`src/rtl/rtcx_pkg.sv`:
```
package rtcx_pkg;
  localparam int unsigned RTCX_NREG = 20;
  localparam int unsigned RTCX_NCLK = 8;
  localparam int unsigned RTCX_DW   = 8;
endpackage

```
`src/rtl/rtcx_rst_sync.sv`:
```
module rtcx_rst_sync (
  input  logic clk,
  input  logic rst_n,
  output logic rst_s_n
);
  logic [1:0] sync_q;

  always_ff @(posedge clk or negedge rst_n) begin
    if (!rst_n) sync_q <= 2'b00;
    else        sync_q <= {sync_q[0], 1'b1};
  end

  assign rst_s_n = sync_q[1];
endmodule

```
`src/rtl/rtcx_ptr_ctl.sv`:
```
// Pointer, strobe qualification and the read hold.
module rtcx_ptr_ctl #(
  parameter int unsigned NREG = 20,
  parameter int unsigned NCLK = 8,
  parameter int unsigned AW   = 5
) (
  input  logic          clk,
  input  logic          rst_n,
  input  logic          bus_stop,
  input  logic          addr_load,
  input  logic [AW-1:0] addr_in,
  input  logic          rd_stb,
  input  logic          wr_stb,
  output logic [AW-1:0] ptr_q,
  output logic          hold_q,
  output logic          rd_act,
  output logic          wr_act,
  output logic          rd_clk
);
  localparam logic [AW-1:0] LAST = AW'(NREG - 1);

  logic [AW-1:0] ptr_nx;
  logic          hold_nx;
  logic          ptr_en;

  always_comb begin
    rd_act = rd_stb & ~addr_load;
    wr_act = wr_stb & ~addr_load & ~rd_stb;
    rd_clk = rd_act & (int'(ptr_q) < int'(NCLK));
    ptr_en = addr_load | rd_act | wr_act;

    if (addr_load)
      ptr_nx = (int'(addr_in) < int'(NREG)) ? addr_in : '0;
    else if (ptr_q == LAST)
      ptr_nx = '0;
    else
      ptr_nx = ptr_q + 1'b1;

    if (bus_stop)
      hold_nx = 1'b0;
    else if (ptr_en && int'(ptr_nx) >= int'(NCLK))
      hold_nx = 1'b0;
    else if (rd_clk)
      hold_nx = 1'b1;
    else
      hold_nx = hold_q;
  end

  always_ff @(posedge clk or negedge rst_n) begin
    if (!rst_n) begin
      ptr_q  <= '0;
      hold_q <= 1'b0;
    end else begin
      if (ptr_en) ptr_q <= ptr_nx;
      hold_q <= hold_nx;
    end
  end
endmodule

```
`src/rtl/rtcx_xfer_gate.sv`:
```
// Decides when the internal copy is transferred; remembers held ticks.
module rtcx_xfer_gate (
  input  logic clk,
  input  logic rst_n,
  input  logic tick,
  input  logic block,
  output logic xfer,
  output logic pend_q
);
  logic want;
  logic pend_nx;

  always_comb begin
    want    = tick | pend_q;
    xfer    = want & ~block;
    pend_nx = want & block;
  end

  always_ff @(posedge clk or negedge rst_n) begin
    if (!rst_n) pend_q <= 1'b0;
    else        pend_q <= pend_nx;
  end
endmodule

```
`src/rtl/rtcx_store.sv`:
```
// Byte array (user clock copies plus plain bytes), read capture, load pulse.
module rtcx_store #(
  parameter int unsigned NREG = 20,
  parameter int unsigned NCLK = 8,
  parameter int unsigned DW   = 8,
  parameter int unsigned AW   = 5,
  parameter int unsigned CW   = 3
) (
  input  logic               clk,
  input  logic               rst_n,
  input  logic [AW-1:0]      ptr_q,
  input  logic               rd_act,
  input  logic               wr_act,
  input  logic [DW-1:0]      wr_data,
  input  logic               xfer,
  input  logic [NCLK*DW-1:0] cnt_time,
  output logic [DW-1:0]      rd_data,
  output logic [NCLK*DW-1:0] user_clk,
  output logic               ld_q,
  output logic [CW-1:0]      ld_idx_q,
  output logic [DW-1:0]      ld_byte_q
);
  logic [DW-1:0] mem_q  [NREG];
  logic [DW-1:0] mem_nx [NREG];
  logic [DW-1:0] rd_nx;
  logic          ld_nx;

  genvar g;
  generate
    for (g = 0; g < int'(NREG); g++) begin : g_byte
      logic hit;
      always_comb begin
        hit = wr_act && (int'(ptr_q) == g);
        if (hit)
          mem_nx[g] = wr_data;
        else if (g < int'(NCLK) && xfer)
          mem_nx[g] = cnt_time[(g % int'(NCLK))*DW +: DW];
        else
          mem_nx[g] = mem_q[g];
      end

      always_ff @(posedge clk or negedge rst_n) begin
        if (!rst_n) mem_q[g] <= '0;
        else        mem_q[g] <= mem_nx[g];
      end
    end

    for (g = 0; g < int'(NCLK); g++) begin : g_view
      assign user_clk[g*DW +: DW] = mem_q[g];
    end
  endgenerate

  always_comb begin
    rd_nx = '0;
    for (int i = 0; i < int'(NREG); i++)
      if (int'(ptr_q) == i) rd_nx = mem_q[i];
    ld_nx = wr_act & (int'(ptr_q) < int'(NCLK));
  end

  always_ff @(posedge clk or negedge rst_n) begin
    if (!rst_n) begin
      rd_data   <= '0;
      ld_q      <= 1'b0;
      ld_idx_q  <= '0;
      ld_byte_q <= '0;
    end else begin
      if (rd_act) rd_data <= rd_nx;
      ld_q <= ld_nx;
      if (ld_nx) begin
        ld_idx_q  <= CW'(ptr_q);
        ld_byte_q <= wr_data;
      end
    end
  end
endmodule

```
`src/rtl/rtcx_regfile.sv`:
```
module rtcx_regfile #(
  parameter int unsigned NREG = rtcx_pkg::RTCX_NREG,
  parameter int unsigned NCLK = rtcx_pkg::RTCX_NCLK,
  parameter int unsigned DW   = rtcx_pkg::RTCX_DW,
  localparam int unsigned AW  = $clog2(NREG),
  localparam int unsigned CW  = (NCLK > 1) ? $clog2(NCLK) : 1
) (
  input  logic               clk,
  input  logic               rst_n,
  input  logic               bus_stop,
  input  logic               addr_load,
  input  logic [AW-1:0]      addr_in,
  input  logic               rd_stb,
  input  logic               wr_stb,
  input  logic [DW-1:0]      wr_data,
  output logic [DW-1:0]      rd_data,
  input  logic               cnt_tick,
  input  logic [NCLK*DW-1:0] cnt_time,
  output logic               cnt_load,
  output logic [CW-1:0]      cnt_load_idx,
  output logic [DW-1:0]      cnt_load_byte
);
  logic          rst_s_n;
  logic [AW-1:0] ptr_q;
  logic          hold_q;
  logic          rd_act;
  logic          wr_act;
  logic          rd_clk;
  logic          xfer;
  logic          pend_q;
  logic          block;
  logic [NCLK*DW-1:0] user_clk;

  rtcx_rst_sync u_rst (
    .clk     (clk),
    .rst_n   (rst_n),
    .rst_s_n (rst_s_n)
  );

  rtcx_ptr_ctl #(.NREG(NREG), .NCLK(NCLK), .AW(AW)) u_ptr (
    .clk       (clk),
    .rst_n     (rst_s_n),
    .bus_stop  (bus_stop),
    .addr_load (addr_load),
    .addr_in   (addr_in),
    .rd_stb    (rd_stb),
    .wr_stb    (wr_stb),
    .ptr_q     (ptr_q),
    .hold_q    (hold_q),
    .rd_act    (rd_act),
    .wr_act    (wr_act),
    .rd_clk    (rd_clk)
  );

  assign block = hold_q | rd_clk;

  rtcx_xfer_gate u_xfer (
    .clk    (clk),
    .rst_n  (rst_s_n),
    .tick   (cnt_tick),
    .block  (block),
    .xfer   (xfer),
    .pend_q (pend_q)
  );

  rtcx_store #(.NREG(NREG), .NCLK(NCLK), .DW(DW), .AW(AW), .CW(CW)) u_store (
    .clk       (clk),
    .rst_n     (rst_s_n),
    .ptr_q     (ptr_q),
    .rd_act    (rd_act),
    .wr_act    (wr_act),
    .wr_data   (wr_data),
    .xfer      (xfer),
    .cnt_time  (cnt_time),
    .rd_data   (rd_data),
    .user_clk  (user_clk),
    .ld_q      (cnt_load),
    .ld_idx_q  (cnt_load_idx),
    .ld_byte_q (cnt_load_byte)
  );
endmodule

```
`config.mk`:
```
export PLATFORM = sky130hd
export DESIGN_NAME = rtcx_regfile
export DESIGN_NICKNAME = d
export VERILOG_FILES = /design/src/rtl/rtcx_pkg.sv /design/src/rtl/rtcx_rst_sync.sv /design/src/rtl/rtcx_ptr_ctl.sv /design/src/rtl/rtcx_xfer_gate.sv /design/src/rtl/rtcx_store.sv /design/src/rtl/rtcx_regfile.sv
export SDC_FILE = /design/constraint.sdc
export NUM_CORES = 1
export LEC_CHECK = 0
export BUFFER_PORTS_ARGS = -buffer_cell sky130_fd_sc_hd__buf_4
export CORE_MARGIN = 2
export CORE_UTILIZATION = 50
export DETAILED_ROUTE_END_ITERATION = 12
export MAX_ROUTING_LAYER = met4
export PLACE_DENSITY = 0.66
export SYNTH_ARGS = -nofsm -noshare
export SYNTH_HDL_FRONTEND = slang
export SYNTH_SLANG_ARGS = --single-unit
```
`constraint.sdc`:
```
create_clock -name clk -period 10.9 [get_ports clk]
set_clock_uncertainty 0.05 [all_clocks]
set_input_delay 0.545 -clock clk [delete_from_list [all_inputs] [get_ports clk]]
set_output_delay 0.545 -clock clk [all_outputs]
set_load 0.005 [all_outputs]
```
**Word-level counts from Yosys, hierarchy flattened**

Cells that the tools add are included.

- Output and inout port bits: 20
- Bits in writable memories: 0
- Bits in read-only memories: 0
- Logic and storage cells: 139
- Bits in latches: 0
- Bits of input ports: 84
- Memories kept: 0
- Register bits: 189

- Equal/unequal tests: 20
- Reductions and logical operators: 31
- Div/mod/pow operators: 0
- Order comparisons: 3
- Shift operators: 0
- Add/sub/neg operators: 1
- Bitwise operators: 14
- Multiplexer cells: 42
- Multipliers: 0

Operators by type and width:

| kind | count |
|---|---|
| $mux 8 | 36 |
| $eq 5x5->1 const B | 13 |
| $logic_and 1x1->1 | 21 |
| $eq 5x4->1 const B | 4 |
| $reduce_bool 2->1 | 8 |
| $mux 5 | 3 |
| $eq 5x3->1 const B | 2 |
| $and 1x1->1 | 7 |
| $add 5x1->5 const B | 1 |
| $eq 5x2->1 const B | 1 |
| $ge 5x4->1 const B | 1 |
| $logic_not 5->1 | 1 |
| $lt 5x4->1 const B | 1 |
| $lt 5x5->1 const B | 1 |
| $or 1x1->1 | 4 |
| $mux 1 | 3 |
| $not 1->1 | 3 |
| $reduce_bool 3->1 | 1 |

**Logic depth before layout (Yosys ltp)**

- Depth in word-level cells: 21
- Mapped depth: 14
- Depth with buffers taken out: 10

**Modules after synthesis**

From an unflattened synthesis, not the netlist that was laid out.

- Cells, all modules: 976
- Area, all modules: 10271.1 µm²

By module, submodules not included:

| module | sequential area each (µm²) | instances | area an instance (µm²) | cells an instance |
|---|---|---|---|---|
| rtcx_store | 4504.3 | 1 | 9721.8 | 918 |
| rtcx_ptr_ctl | 150.1 | 1 | 446.7 | 51 |
| rtcx_rst_sync | 50.0 | 1 | 53.8 | 3 |
| rtcx_xfer_gate | 25.0 | 1 | 42.5 | 3 |
| rtcx_regfile | 0.0 | 1 | 6.3 | 1 |

**Worst setup path after synthesis**

Ideal clock, no wire load.

- Path kind: register to register
- Start: reg u_ptr.ptr_q[2]
- End: reg u_store.rd_data[7]
- Arrival time: 2.420 ns
- Slack: 8.285 ns
- Data required time: 10.705 ns
- Setup time: 0.145 ns
- Buffers on the path: 5
- Clock period less this slack: 2.615 ns
- Stages on the path, launching flop included: 15
- Cells stage by stage: dfrtp_1 > buf_2 > buf_4 > buf_2 > buf_2 > nand2_1 > nor2_1 > ha_1 > inv_1 > clkbuf_1 > nor3_1 > a211oi_1 > a311oi_1 > o221a_1 > a221oi_1

- Cells in the longest elaborated chain, start to end: 21
- Elaborated cells between the ends (all ways): 40
- Classes of those cells: eq/ne (19); mux (20); reduce/logical (1)

RTL lines:

| element | RTL line | text |
|---|---|---|
| from (decl) | rtcx_ptr_ctl.sv:14 | `output logic [AW-1:0] ptr_q,` |
| from (signal assigned) | rtcx_ptr_ctl.sv:54 | `if (ptr_en) ptr_q <= ptr_nx;` |
| $logic_not 5->1 | rtcx_store.sv:56 | `if (int'(ptr_q) == i) rd_nx = mem_q[i];` |
| $mux 8 (19 in series) | rtcx_store.sv:56 |  |
| $mux 8 (*) | rtcx_store.sv:56 |  |
| to (signal assigned) | rtcx_store.sv:67 | `if (rd_act) rd_data <= rd_nx;` |
| to (decl) | rtcx_store.sv:17 | `output logic [DW-1:0] rd_data,` |

Mark *: on every way between the ends. The rest lies on a longest branch, timed or not.
A chain may end at the register's enable or synchronous reset.

**Worst setup path in the final report**

- Start: reg u_ptr.ptr_q[1]
- End: reg u_store.rd_data[7]

Same word-level chain as after synthesis.

==> reports/qor.yml <==
run_status:
  status: "completed"
grt:
  largest_net_degree_at_the_start_of_global_routing: 72
  first_global_vias: 7824
  wire_length_of_the_first_global_routing_pass_um: 46800
  initial_antenna_violation_count: 0
  gr-usage-all-layers_pct: 29.7
  grt_overflow_total: 0
power:
  leakage_nw: 5.14
  worst_vdd_ir_mv: 0.111
  ratio_of_total_power_to_cell_area_mw_per_mm2: 182
clocking:
  later_pin_clock_latency_in_the_skew_report_ps: 440
  postCtsResizedCells: 0
  clock_tree.buffer_depth: 2
  cts.sinks: 189
  clkTransAtPathRegs_ps: 70
  cts_htree_levels: 4
  cts_buffers: 17
  cts_tree: "built"
  post-cts-setup-buffers: 0
  root_buffer: "clkbuf_16"
sta:
  tightestPinTransition_ps: 1060
  finalSetupViolCount: 0
  grt_setup_unrepaired: "false"
  worst_slew_slack_as_a_fraction_of_its_limit_pct: 29.4
  layout_min_cycle_time_ps: 3370
  clock.fmax_ghz: 0.297
  part_of_the_cycle_the_worst_path_needs_pct: 30.9
  final.setup.tns_ps: 0
  final_hold_viol_count: 0
  timing.hold.ws_ps: 210
  final_max_slew_viol_count: 0
floorplanning:
  total_die_area_mm2: 0.0211
  pin_count: 104
  placement_rows: 51
  start_util_pct: 51.0
  die_w_um: 145
  die_h_um: 145
  core-area_mm2: 0.0195
worst_setup_path:
  startpoint_type: "flop"
  r2r-start: "u_ptr.ptr_q[1]"
  critPathArrivalTime_ps: 3610
  critPathBufInv: 3
  cp_max_fo: 33
  reg2reg_setup_slack_ps: 7530
  rr_endpoint: "u_store.rd_data[7]"
  crit_path_top_delay_cell: "a311oi_1"
  cp_top_family: "compound AO/OA/AOI/OAI gates"
  nature_of_the_critical_path_endpoint: "flop"
  critPathMaxStageDelay_ps: 470
  crit_path_cell_trace: "ha_1 > buf_4 > inv_1 > nor2_1 > ha_1 > inv_1 > nor3_1 > a211oi_1 > a311oi_1 > o221a_1 > a221oi_1"
  r2r_cells: 11
  worstSetupPathType: "reg -> reg"
  timing.critical_path.required_ps: 11140
routing:
  detailroute.via_count: 8047
  drt_drc_violations_left: 0
  drt_pass1_iterations: 5
  finalWirelength_um: 30200
  wire_per_inst_um: 23.1
  drt_iter0_markers: 848
  post_drt_via_cell_ratio: 6.15
  antenna_left: 0
synth:
  top_cells_by_area_synth: "dfrtp_1 (47%), mux2_2 (11%), mux2i_1 (6.4%)"
  synth_enable_flop_cells: 0
  synth-warning-count: 0
  netlist.area_leader.share_pct: 47.5
  synth_area_mm2: 0.00996
  synthesis.nets: 1062
  synth_largest_area_cell: "dfrtp_1"
  post_synth.cell_area_avg_um2: 10.2
  ys.flop_type: "dfrtp_1"
  yosysSeqAreaShare_pct: 47.5
  synthDistinctLibCells: 72
  postSynth.asyncResetShare_pct: 100
  ys_ff_latch: 189
  syn-instance-count: 973
layout:
  post_layout_nonfiller_instances: 1309
  flow.area_growth_from_synthesis_pct: 14.3
  layout.nets: 1121
  antennaDiodeCount: 0
  fraction_of_layout_instances_using_a_drive_strength_above_1_pct: 25.4
placed_design:
  detailed_placement_wirelength_estimate_um: 20300
  finalWeightedCongestion: 0.913
  io_buffer_count: 103
  dp.cells: 1277
hold_path:
  min-delay-start: "bus_stop"
  hold-path-cell-count: 2
  hold_crit_endpoint: "u_ptr.hold_q"
  min-delay-path-class: "in -> reg"
job:
  maxCapViolations: 0
-- worst max-delay path by stage --
| stage | start | endpoint | slack (ps) | cells after the start |
|---|---|---|---|---|
| 5_1_grt | u_ptr.ptr_q[1] | u_store.rd_data[7] | 7230 | 11 |
| 4_1_cts | u_ptr.ptr_q[0] | u_store.rd_data[6] | 7340 | 7 |
| 6_report | u_ptr.ptr_q[1] | u_store.rd_data[7] | 7530 | 11 |
| 3_5_place_dp | u_ptr.ptr_q[0] | u_store.rd_data[6] | 7350 | 7 |
| 2_1_floorplan | u_rst.sync_q[1] | u_ptr.hold_q | 5190 | 0 |
| 3_3_place_gp | u_ptr.ptr_q[0] | u_store.rd_data[6] | 7410 | 7 |
-- what timing repair did --
action / 4_1_cts / 5_1_grt
hold buffers: 1 / 0
endpoints found under the setup margin: 0 / 0
endpoints found under the hold margin: 2 / 0
-- report_power, final --
part / internal [W] / switching [W]
sequential: 0.000837 / 0.0000998
clock: 0.000326 / 0.000293
combinational: 0.000230 / 0.000285
-- routing by layer --
metal  GRT usage [%]  vias to the layer above  share of wire (%)
li1                -                     3665                  -
met1            42.5                     3974                 45
met2            43.3                      362                 44
met3            6.60                       46                9.0
met4            7.55                        0                1.8
met5               -                        -                  0
-- logic make-up (layout without fill, tap and decap cells) --
| logic type | Yosys count | after routing | synth area share (%) |
|---|---|---|---|
| compound gates | 252 | 252 | 16.3 |
| xor+xnor | 1 | 1 | 0.0879 |
| buf+inv | 88 | 159 | 4.06 |
| fa+ha+maj | 5 | 5 | 0.628 |
| flops | 189 | 189 | 47.5 |
| other cells | 1 | 1 | 0.0376 |
| simple gates | 277 | 277 | 14.1 |
| mux | 160 | 160 | 17.3 |
-- cells in the final DEF (no fill, tap or decap), types with 4 or more instances in the layout --
| master | count |
|---|---|
| or3_1 | 7 |
| mux2_2 | 96 |
| inv_6 | 4 |
| buf_4 | 113 |
| a221o_1 | 4 |
| nor2b_1 | 7 |
| a32oi_1 | 7 |
| nand3_1 | 7 |
| dfrtp_1 | 188 |
| nand3b_1 | 7 |
| nand2_1 | 118 |
| nor3_1 | 17 |
| a32o_1 | 8 |
| and3_1 | 4 |
| o221ai_1 | 11 |
| a221oi_1 | 10 |
| and3b_1 | 4 |
| a31oi_1 | 4 |
| mux2i_1 | 64 |
| o22ai_1 | 8 |
| o21ai_1 | 7 |
| clkbuf_16 | 17 |
| nor2_2 | 4 |
| a211oi_1 | 13 |
| ha_1 | 5 |
| a21oi_1 | 58 |
| nor2_1 | 60 |
| a21o_1 | 4 |
| inv_1 | 14 |
| o21ai_0 | 84 |
| nand2b_1 | 9 |
| a311oi_1 | 6 |
| a22o_1 | 4 |
-- through the flow --
step | utilization (%) | area, µm² | setup slack [ps] | power (W)
finish | 58.3 | 11400 | 7530 | 0.00207
global route | 58.3 | 11400 | 7230 | 0.00217
CTS | 58.3 | 11400 | 7340 | 0.00207
detailed placement | 55.3 | 10800 | 7350 | 0.00145
global placement | 55.3 | 10800 | 7410 | 0.00144
floorplan | - | 9960 | 5190 | 0.00125
-- sequential cells by signal, indices dropped and copies added (netlist names) --
| register | flops |
|---|---|
| u_store.ld_q | 1 |
| u_store.ld_idx_q | 3 |
| u_store.ld_byte_q | 8 |
| u_store.user_clk | 64 |
| u_store.rd_data | 8 |
| u_store.mem_q | 96 |
| u_rst.sync_q | 2 |
| u_ptr.hold_q | 1 |
| u_ptr.ptr_q | 5 |
| u_xfer.pend_q | 1 |
-- final cells by class --
class | count | area [µm²]
clock buffers | 18 | 439
clock inverters | 13 | 133
fillers | 1719 | 8140
inverters | 14 | 52.6
multi-input cells | 696 | 4840
flip-flops and latches | 189 | 4730
well taps | 265 | 332
repair buffers | 114 | 858
-- synthesized netlist by cell type, drive strengths merged, types with 5 or more instances --
master  instances
dfrtp         189
nand2         118
mux2           96
o21ai          91
mux2i          64
nor2           64
a21oi          58
clkbuf         43
buf            31
nor3           18
inv            14
a211oi         13
o221ai         11
a221oi         10
nand2b          9
a32o            8
nand3           8
nor2b           8
o22ai           8
a32oi           7
nand3b          7
or3             7
a311oi          6
ha              5
or2             5
No activity file was read; power rests on OpenSTA's default activity.
